## config.mk

```make
export PLATFORM = sky130hd
export DESIGN_NAME = chan_err_monitor
export DESIGN_NICKNAME = d
export VERILOG_FILES = /design/src/rtl/chan_err_monitor_pkg.sv /design/src/rtl/chan_err_event_decode.sv /design/src/rtl/chan_err_stall_timer.sv /design/src/rtl/chan_err_cause_reg.sv /design/src/rtl/chan_err_monitor.sv
export SDC_FILE = /design/constraint.sdc
export NUM_CORES = 1
export LEC_CHECK = 0
export ABC_AREA = 1
export BUFFER_PORTS_ARGS = -buffer_cell sky130_fd_sc_hd__buf_2
export CAP_MARGIN = 10
export CORE_AREA = 2 2 58 87
export CTS_CLUSTER_SIZE = 25
export DETAILED_ROUTE_END_ITERATION = 12
export DIE_AREA = 0 0 60 89
export GPL_TIMING_DRIVEN = 0
export PLACE_DENSITY = 0.84
export SYNTH_ARGS = -nofsm -noshare
export SYNTH_HDL_FRONTEND = slang
export SYNTH_SLANG_ARGS = --single-unit
export TNS_END_PERCENT = 50
```

## constraint.sdc

```tcl
create_clock -name clk -period 2.1 [get_ports clk]
set_input_delay 0.42 -clock clk [delete_from_list [all_inputs] [get_ports clk]]
set_output_delay 0.42 -clock clk [all_outputs]
set_load 0.02 [all_outputs]
```

## src/rtl/chan_err_monitor_pkg.sv

```systemverilog
package chan_err_monitor_pkg;

    localparam int unsigned NUM_CAUSES = 8;

    // Cause bit positions; software decodes these, so the order is fixed.
    localparam int unsigned CB_DONE    = 0;
    localparam int unsigned CB_RD_ERR  = 1;
    localparam int unsigned CB_WR_ERR  = 2;
    localparam int unsigned CB_OVFL    = 3;
    localparam int unsigned CB_UNFL    = 4;
    localparam int unsigned CB_RD_TMO  = 5;
    localparam int unsigned CB_WR_TMO  = 6;
    localparam int unsigned CB_WDOG    = 7;

    typedef logic [NUM_CAUSES-1:0] cause_vec_t;

endpackage

```

## src/rtl/chan_err_event_decode.sv

```systemverilog
module chan_err_event_decode
    import chan_err_monitor_pkg::*;
(
    input  logic       xfer_done_i,
    input  logic       rd_resp_i,
    input  logic       rd_err_i,
    input  logic       wr_resp_i,
    input  logic       wr_err_i,
    input  logic       fifo_push_i,
    input  logic       fifo_pop_i,
    input  logic       fifo_full_i,
    input  logic       fifo_empty_i,
    input  logic       rd_tmo_i,
    input  logic       wr_tmo_i,
    input  logic       wdog_i,
    output cause_vec_t set_o
);

    always_comb begin
        set_o            = '0;
        set_o[CB_DONE]   = xfer_done_i;
        set_o[CB_RD_ERR] = rd_resp_i && rd_err_i;
        set_o[CB_WR_ERR] = wr_resp_i && wr_err_i;
        set_o[CB_OVFL]   = fifo_push_i && fifo_full_i;
        set_o[CB_UNFL]   = fifo_pop_i && fifo_empty_i;
        set_o[CB_RD_TMO] = rd_tmo_i;
        set_o[CB_WR_TMO] = wr_tmo_i;
        set_o[CB_WDOG]   = wdog_i;
    end

endmodule

```

## src/rtl/chan_err_stall_timer.sv

```systemverilog
// Counts cycles of a stalled condition and pulses expire_o once at LIMIT.
// LATCHED=1: start_i opens an outstanding access, end_i closes it.
// LATCHED=0: the timer runs while end_i is low; start_i or end_i restart it.
module chan_err_stall_timer #(
    parameter int unsigned LIMIT   = 1024,
    parameter bit          LATCHED = 1'b1
) (
    input  logic clk,
    input  logic rst_n,
    input  logic start_i,
    input  logic end_i,
    output logic expire_o
);

    localparam int unsigned CW = (LIMIT > 2) ? $clog2(LIMIT) : 1;
    localparam logic [CW-1:0] LAST = CW'(LIMIT - 1);

    typedef struct packed {
        logic          busy;
        logic          fired;
        logic [CW-1:0] cnt;
    } tmr_state_t;

    tmr_state_t st_d, st_q;
    logic       run_w, clear_w, busy_nxt_w;

    generate
        if (LATCHED) begin : g_track
            assign clear_w    = start_i;
            assign run_w      = st_q.busy && !end_i;
            assign busy_nxt_w = start_i ? 1'b1 : (end_i ? 1'b0 : st_q.busy);
        end else begin : g_level
            assign clear_w    = start_i || end_i;
            assign run_w      = !end_i;
            assign busy_nxt_w = st_q.busy;
        end
    endgenerate

    always_comb begin
        st_d      = st_q;
        expire_o  = 1'b0;
        st_d.busy = busy_nxt_w;
        if (clear_w) begin
            st_d.cnt   = '0;
            st_d.fired = 1'b0;
        end else if (run_w && !st_q.fired) begin
            if (st_q.cnt == LAST) begin
                expire_o   = 1'b1;
                st_d.fired = 1'b1;
            end else begin
                st_d.cnt = st_q.cnt + 1'b1;
            end
        end
    end

    always_ff @(posedge clk or negedge rst_n) begin
        if (!rst_n) st_q <= '0;
        else        st_q <= st_d;
    end

    AST_SINGLE_EXPIRE: assert property (@(posedge clk) disable iff (!rst_n)
        expire_o |=> !expire_o);
    AST_CNT_BOUND: assert property (@(posedge clk) disable iff (!rst_n)
        st_q.cnt <= LAST);
    AST_RESTART_QUIET: assert property (@(posedge clk) disable iff (!rst_n)
        start_i |=> !expire_o);

endmodule

```

## src/rtl/chan_err_cause_reg.sv

```systemverilog
module chan_err_cause_reg
    import chan_err_monitor_pkg::*;
(
    input  logic       clk,
    input  logic       rst_n,
    input  cause_vec_t set_i,
    input  cause_vec_t clr_i,
    input  cause_vec_t en_i,
    output cause_vec_t cause_o,
    output logic       irq_o
);

    typedef struct packed {
        cause_vec_t cause;
        logic       irq;
    } cr_state_t;

    cr_state_t st_d, st_q;

    always_comb begin
        st_d       = st_q;
        st_d.cause = (st_q.cause & ~clr_i) | set_i;   // set beats clear
        st_d.irq   = |(st_d.cause & en_i);
    end

    always_ff @(posedge clk or negedge rst_n) begin
        if (!rst_n) st_q <= '0;
        else        st_q <= st_d;
    end

    assign cause_o = st_q.cause;
    assign irq_o   = st_q.irq;

    AST_STICKY_HOLD: assert property (@(posedge clk) disable iff (!rst_n)
        1'b1 |=> ((cause_o & $past(cause_o & ~clr_i)) == $past(cause_o & ~clr_i)));
    AST_SET_WINS: assert property (@(posedge clk) disable iff (!rst_n)
        (|set_i) |=> ((cause_o & $past(set_i)) == $past(set_i)));
    AST_CLEAR_TAKES: assert property (@(posedge clk) disable iff (!rst_n)
        (|(clr_i & ~set_i)) |=> ((cause_o & $past(clr_i & ~set_i)) == '0));
    AST_IRQ_NEEDS_CAUSE: assert property (@(posedge clk) disable iff (!rst_n)
        irq_o |-> (|cause_o));

endmodule

```

## src/rtl/chan_err_monitor.sv

```systemverilog
module chan_err_monitor
    import chan_err_monitor_pkg::*;
#(
    parameter int unsigned RD_LIMIT   = 1024,
    parameter int unsigned WR_LIMIT   = 1024,
    parameter int unsigned WDOG_LIMIT = 2048
) (
    input  logic       clk,
    input  logic       rst_n,
    input  logic       chan_active_i,
    input  logic       burst_start_i,
    input  logic       xfer_done_i,
    input  logic       rd_req_i,
    input  logic       rd_resp_i,
    input  logic       rd_err_i,
    input  logic       wr_req_i,
    input  logic       wr_resp_i,
    input  logic       wr_err_i,
    input  logic       fifo_push_i,
    input  logic       fifo_pop_i,
    input  logic       fifo_full_i,
    input  logic       fifo_empty_i,
    input  logic [7:0] irq_en_i,
    input  logic [7:0] clr_i,
    output logic [7:0] cause_o,
    output logic       irq_o
);

    logic       rd_tmo_w, wr_tmo_w, wdog_w;
    cause_vec_t set_w;

    chan_err_stall_timer #(.LIMIT(RD_LIMIT), .LATCHED(1'b1)) i_rd_timer (
        .clk      (clk),
        .rst_n    (rst_n),
        .start_i  (rd_req_i),
        .end_i    (rd_resp_i),
        .expire_o (rd_tmo_w)
    );

    chan_err_stall_timer #(.LIMIT(WR_LIMIT), .LATCHED(1'b1)) i_wr_timer (
        .clk      (clk),
        .rst_n    (rst_n),
        .start_i  (wr_req_i),
        .end_i    (wr_resp_i),
        .expire_o (wr_tmo_w)
    );

    chan_err_stall_timer #(.LIMIT(WDOG_LIMIT), .LATCHED(1'b0)) i_wdog_timer (
        .clk      (clk),
        .rst_n    (rst_n),
        .start_i  (burst_start_i),
        .end_i    (!chan_active_i),
        .expire_o (wdog_w)
    );

    chan_err_event_decode i_decode (
        .xfer_done_i  (xfer_done_i),
        .rd_resp_i    (rd_resp_i),
        .rd_err_i     (rd_err_i),
        .wr_resp_i    (wr_resp_i),
        .wr_err_i     (wr_err_i),
        .fifo_push_i  (fifo_push_i),
        .fifo_pop_i   (fifo_pop_i),
        .fifo_full_i  (fifo_full_i),
        .fifo_empty_i (fifo_empty_i),
        .rd_tmo_i     (rd_tmo_w),
        .wr_tmo_i     (wr_tmo_w),
        .wdog_i       (wdog_w),
        .set_o        (set_w)
    );

    chan_err_cause_reg i_cause (
        .clk     (clk),
        .rst_n   (rst_n),
        .set_i   (set_w),
        .clr_i   (clr_i),
        .en_i    (irq_en_i),
        .cause_o (cause_o),
        .irq_o   (irq_o)
    );

    AST_WDOG_IDLE: assert property (@(posedge clk) disable iff (!rst_n)
        !chan_active_i |=> !cause_o[CB_WDOG] || $past(cause_o[CB_WDOG]));
    AST_RESET_CLEAN: assert property (@(posedge clk)
        !rst_n |-> (cause_o == '0 && !irq_o));

endmodule

```

==> metrics.log <==
INFO  metric post-route-util = 63.1%
INFO  metric fin_crit_sh = 80.6%
INFO  metric cp_max_fo = 7
INFO  metric placementRows = 30
INFO  metric total_power = 1.78 mW
INFO  metric critPathLaunchType = register
INFO  metric skew_pair_late_insertion_delay = 0.30 ns
INFO  metric finalHoldViolations = 0
INFO  metric run_status = finished clean
INFO  metric cts_sinks = 45
INFO  metric drc_errors = 0
INFO  metric number_of_antenna_violations_at_the_first_check_in_global_routing = 0
INFO  metric mostFrequentLayoutCells = 97 x nand2_1, 47 x inv_1, 45 x dfrtp_1
INFO  metric vdd.ir_drop.worst = about 0.4 mV
INFO  metric path_class = reg2reg
INFO  metric fin_cells = 439
INFO  metric synth-warning-count = 0
INFO  metric pwr_density_cell = around 620 nW/µm²
INFO  metric rsz_0062_raised_after_global_routing = false
INFO  metric cp_data_required_time = 2.31 ns
INFO  metric detailedRoute.firstIterationViolations = 93
INFO  metric routed-via-count = between 2000 and 2500
INFO  metric mean_area_per_synthesized_cell = 7.54 µm²
INFO  metric place.detailed.instances = 431
INFO  metric cpPeakStageDelay = 0.45 ns
INFO  metric drtPass1Iterations = 4
INFO  metric critical_path.cell_chain = ha_1 > nand3_1 > inv_1 > nand3_1 > nand2_2 > nand2_2 > inv_2 > nand2_1 > o31ai_1
INFO  metric synth.net_count = 362
INFO  metric share_of_layout_cells_above_drive_strength_1 = 18.1%
INFO  metric hold_buffers = 0
INFO  metric groute.usage.overall = 22.3%
INFO  metric finalClockSkew = 0.00734 ns
INFO  metric final_common_cell = nand2_1
INFO  metric synth_cells = 328
INFO  metric die_width = 60 µm
INFO  metric numPortBuffers = 39
INFO  metric clk_pin_slew = 0.09 ns
INFO  metric hp-class = in2async
INFO  metric wl_per_cell = between 10 and 15 µm
INFO  metric postSynthRegisterBits = 45
INFO  metric final_tns_setup = 0 ns
INFO  metric initial_core_util = 54.4%
INFO  metric critPathArrivalTime = 1.90 ns
INFO  metric die_height = 89 µm
INFO  metric post_drt_via_cell_ratio = between 5 and 6
INFO  metric mappedNetlistArea = 2470 µm²
INFO  metric postRouteWirelength = 5190 µm
INFO  metric placeableCoreArea = 4540 µm²
INFO  metric global_route.overflow_total = 0
INFO  metric via_count_of_the_first_global_routing_pass = 2219
INFO  metric largest_net_degree_at_the_start_of_global_routing = 46
INFO  metric max_freq = just under 0.6 GHz
INFO  metric yosys_cell_types = 30
INFO  metric cts_setup_buffers = 0
INFO  metric timing.slew.headroom = 35.3%
INFO  metric worstSetupEndpointType = register
INFO  metric hpwlAfterDp = 3930 µm
INFO  metric worst_pin_slew = approximately 0.97 ns
INFO  metric cts_tree = yes
INFO  metric grt_first_pass_wirelength = around 9100 µm
INFO  metric layout_min_cycle_time = 1.69 ns
INFO  metric gpl_wtd_cong = roughly 0.9
INFO  metric maxSlewViolCount = 0
INFO  metric cts_max_level = 2
INFO  metric cts_made_buffers = 5
INFO  metric synth_seq_area_share = 45.5%
INFO  metric io-pin-count = 40
INFO  metric area_growth = 15.8%
INFO  metric final_nets = 408
INFO  metric drv_cap = 0
INFO  metric final_antenna_diode_count = 0
INFO  metric power.static_leakage = between 1 and 1.5 nW
INFO  metric design.die.area = between 5000 and 6000 µm²
INFO  metric max-clock-path-buffers = 2
INFO  metric post_cts.resized_instances = 0
INFO  metric final_antenna_net_count = 0
INFO  metric setup_viol = 0
INFO  metric cts.root.buffer_cell = clkbuf_8
INFO  metric timing.critical_path.slowest_stage_cell = dfrtp_1
-- registers in the layout (all words and copies together) (netlist names) --
name	flops
i_cause.irq_o	1
i_cause.cause_o	8
i_wr_timer.st_q	12
i_wdog_timer.st_q	12
i_rd_timer.st_q	12
-- layer usage --
metal  global-route usage, %  share of wire, %  vias up
li1                        -                 -     1142
met1                    23.9                41     1088
met2                    42.3                54       47
met3                    3.76               3.3        8
met4                    7.88               1.6        0
met5                       0                 0        -
-- synth_stat cells (all sizes together) --
cell type,instances,area [µm²]
a21boi,1,7.51
a21oi,6,41.3
buf,3,23.8
clkbuf,1,3.75
dfrtp,45,1130
ha,3,37.5
inv,50,190
nand2,102,395
nand3,30,150
nand3b,1,7.51
nand4,12,75.1
nor2,22,97.6
nor3,9,50.1
o21ai,26,138
o21bai,1,7.51
o22ai,1,6.26
o31ai,3,22.5
or2,5,31.3
xnor2,3,26.3
xor2,4,35.0
-- through the flow --
step           hold slack [ns]  cell area, µm²  worst slack, ns
2_1_floorplan            0.124            2470            0.617
3_3_place_gp             0.456            2750            0.484
3_5_place_dp             0.472            2750            0.446
4_1_cts                  0.314            2860            0.422
5_1_grt                  0.349            2860            0.242
6_report                 0.269            2860            0.407
-- worst paths after layout --
kind / startpoint / endpoint / slack [ns] / depth (start not counted)
setup / recovery: i_wdog_timer.st_q[0]$_DFFE_PN0P_ / i_wdog_timer.st_q[4]$_DFFE_PN0P_ / 0.41 / 9
hold / removal: rst_n / i_wdog_timer.st_q[3]$_DFFE_PN0P_ / 0.27 / 1
hold reg to reg: i_cause.cause_o[0]$_DFF_PN0_ / i_cause.cause_o[0]$_DFF_PN0_ / 0.49 / 2
max in group asynchronous: rst_n / i_rd_timer.st_q[0]$_DFFE_PN0P_ / 1.22 / 1
min in group clk: xfer_done_i / i_cause.cause_o[0]$_DFF_PN0_ / 0.33 / 3
setup reg to reg: i_wdog_timer.st_q[0]$_DFFE_PN0P_ / i_wdog_timer.st_q[4]$_DFFE_PN0P_ / 0.41 / 9
-- layout make-up --
class	instances	area, µm²
Timing Repair Buffer	39	195
Multi-Input combinational cell	229	1130
Tap cell	64	80.1
Sequential cell	45	1130
Buffer	4	27.5
Fill cell	404	1680
Inverter	50	190
Clock buffer	7	86.3
Clock inverter	1	30.0
-- cells by family after synthesis --
group | count (synthesis) | share of synthesized area [%]
AO/OA/AOI/OAI | 38 | 9.01
XOR/XNOR | 7 | 2.48
buffers and inverters | 54 | 8.81
flip-flops | 45 | 45.5
AND/OR/NAND/NOR | 181 | 32.6
adder cells (fa/ha/maj) | 3 | 1.52
-- critical path, delay by kind of cell, from the launching register on --
kind,cells,cell delay (ns)
flops,1,0.45
compound gates,1,0.06
buf+inv,2,0.28
fa+ha+maj,1,0.22
simple gates,5,0.60
-- power breakdown --
| group | switching (mW) | internal [mW] |
|---|---|---|
| clock | 0.289 | 0.388 |
| combinational | 0.114 | 0.0660 |
| sequential | 0.0276 | 0.896 |
| total | 0.430 | 1.35 |
Note: power is estimated with default switching activity, not from simulation.
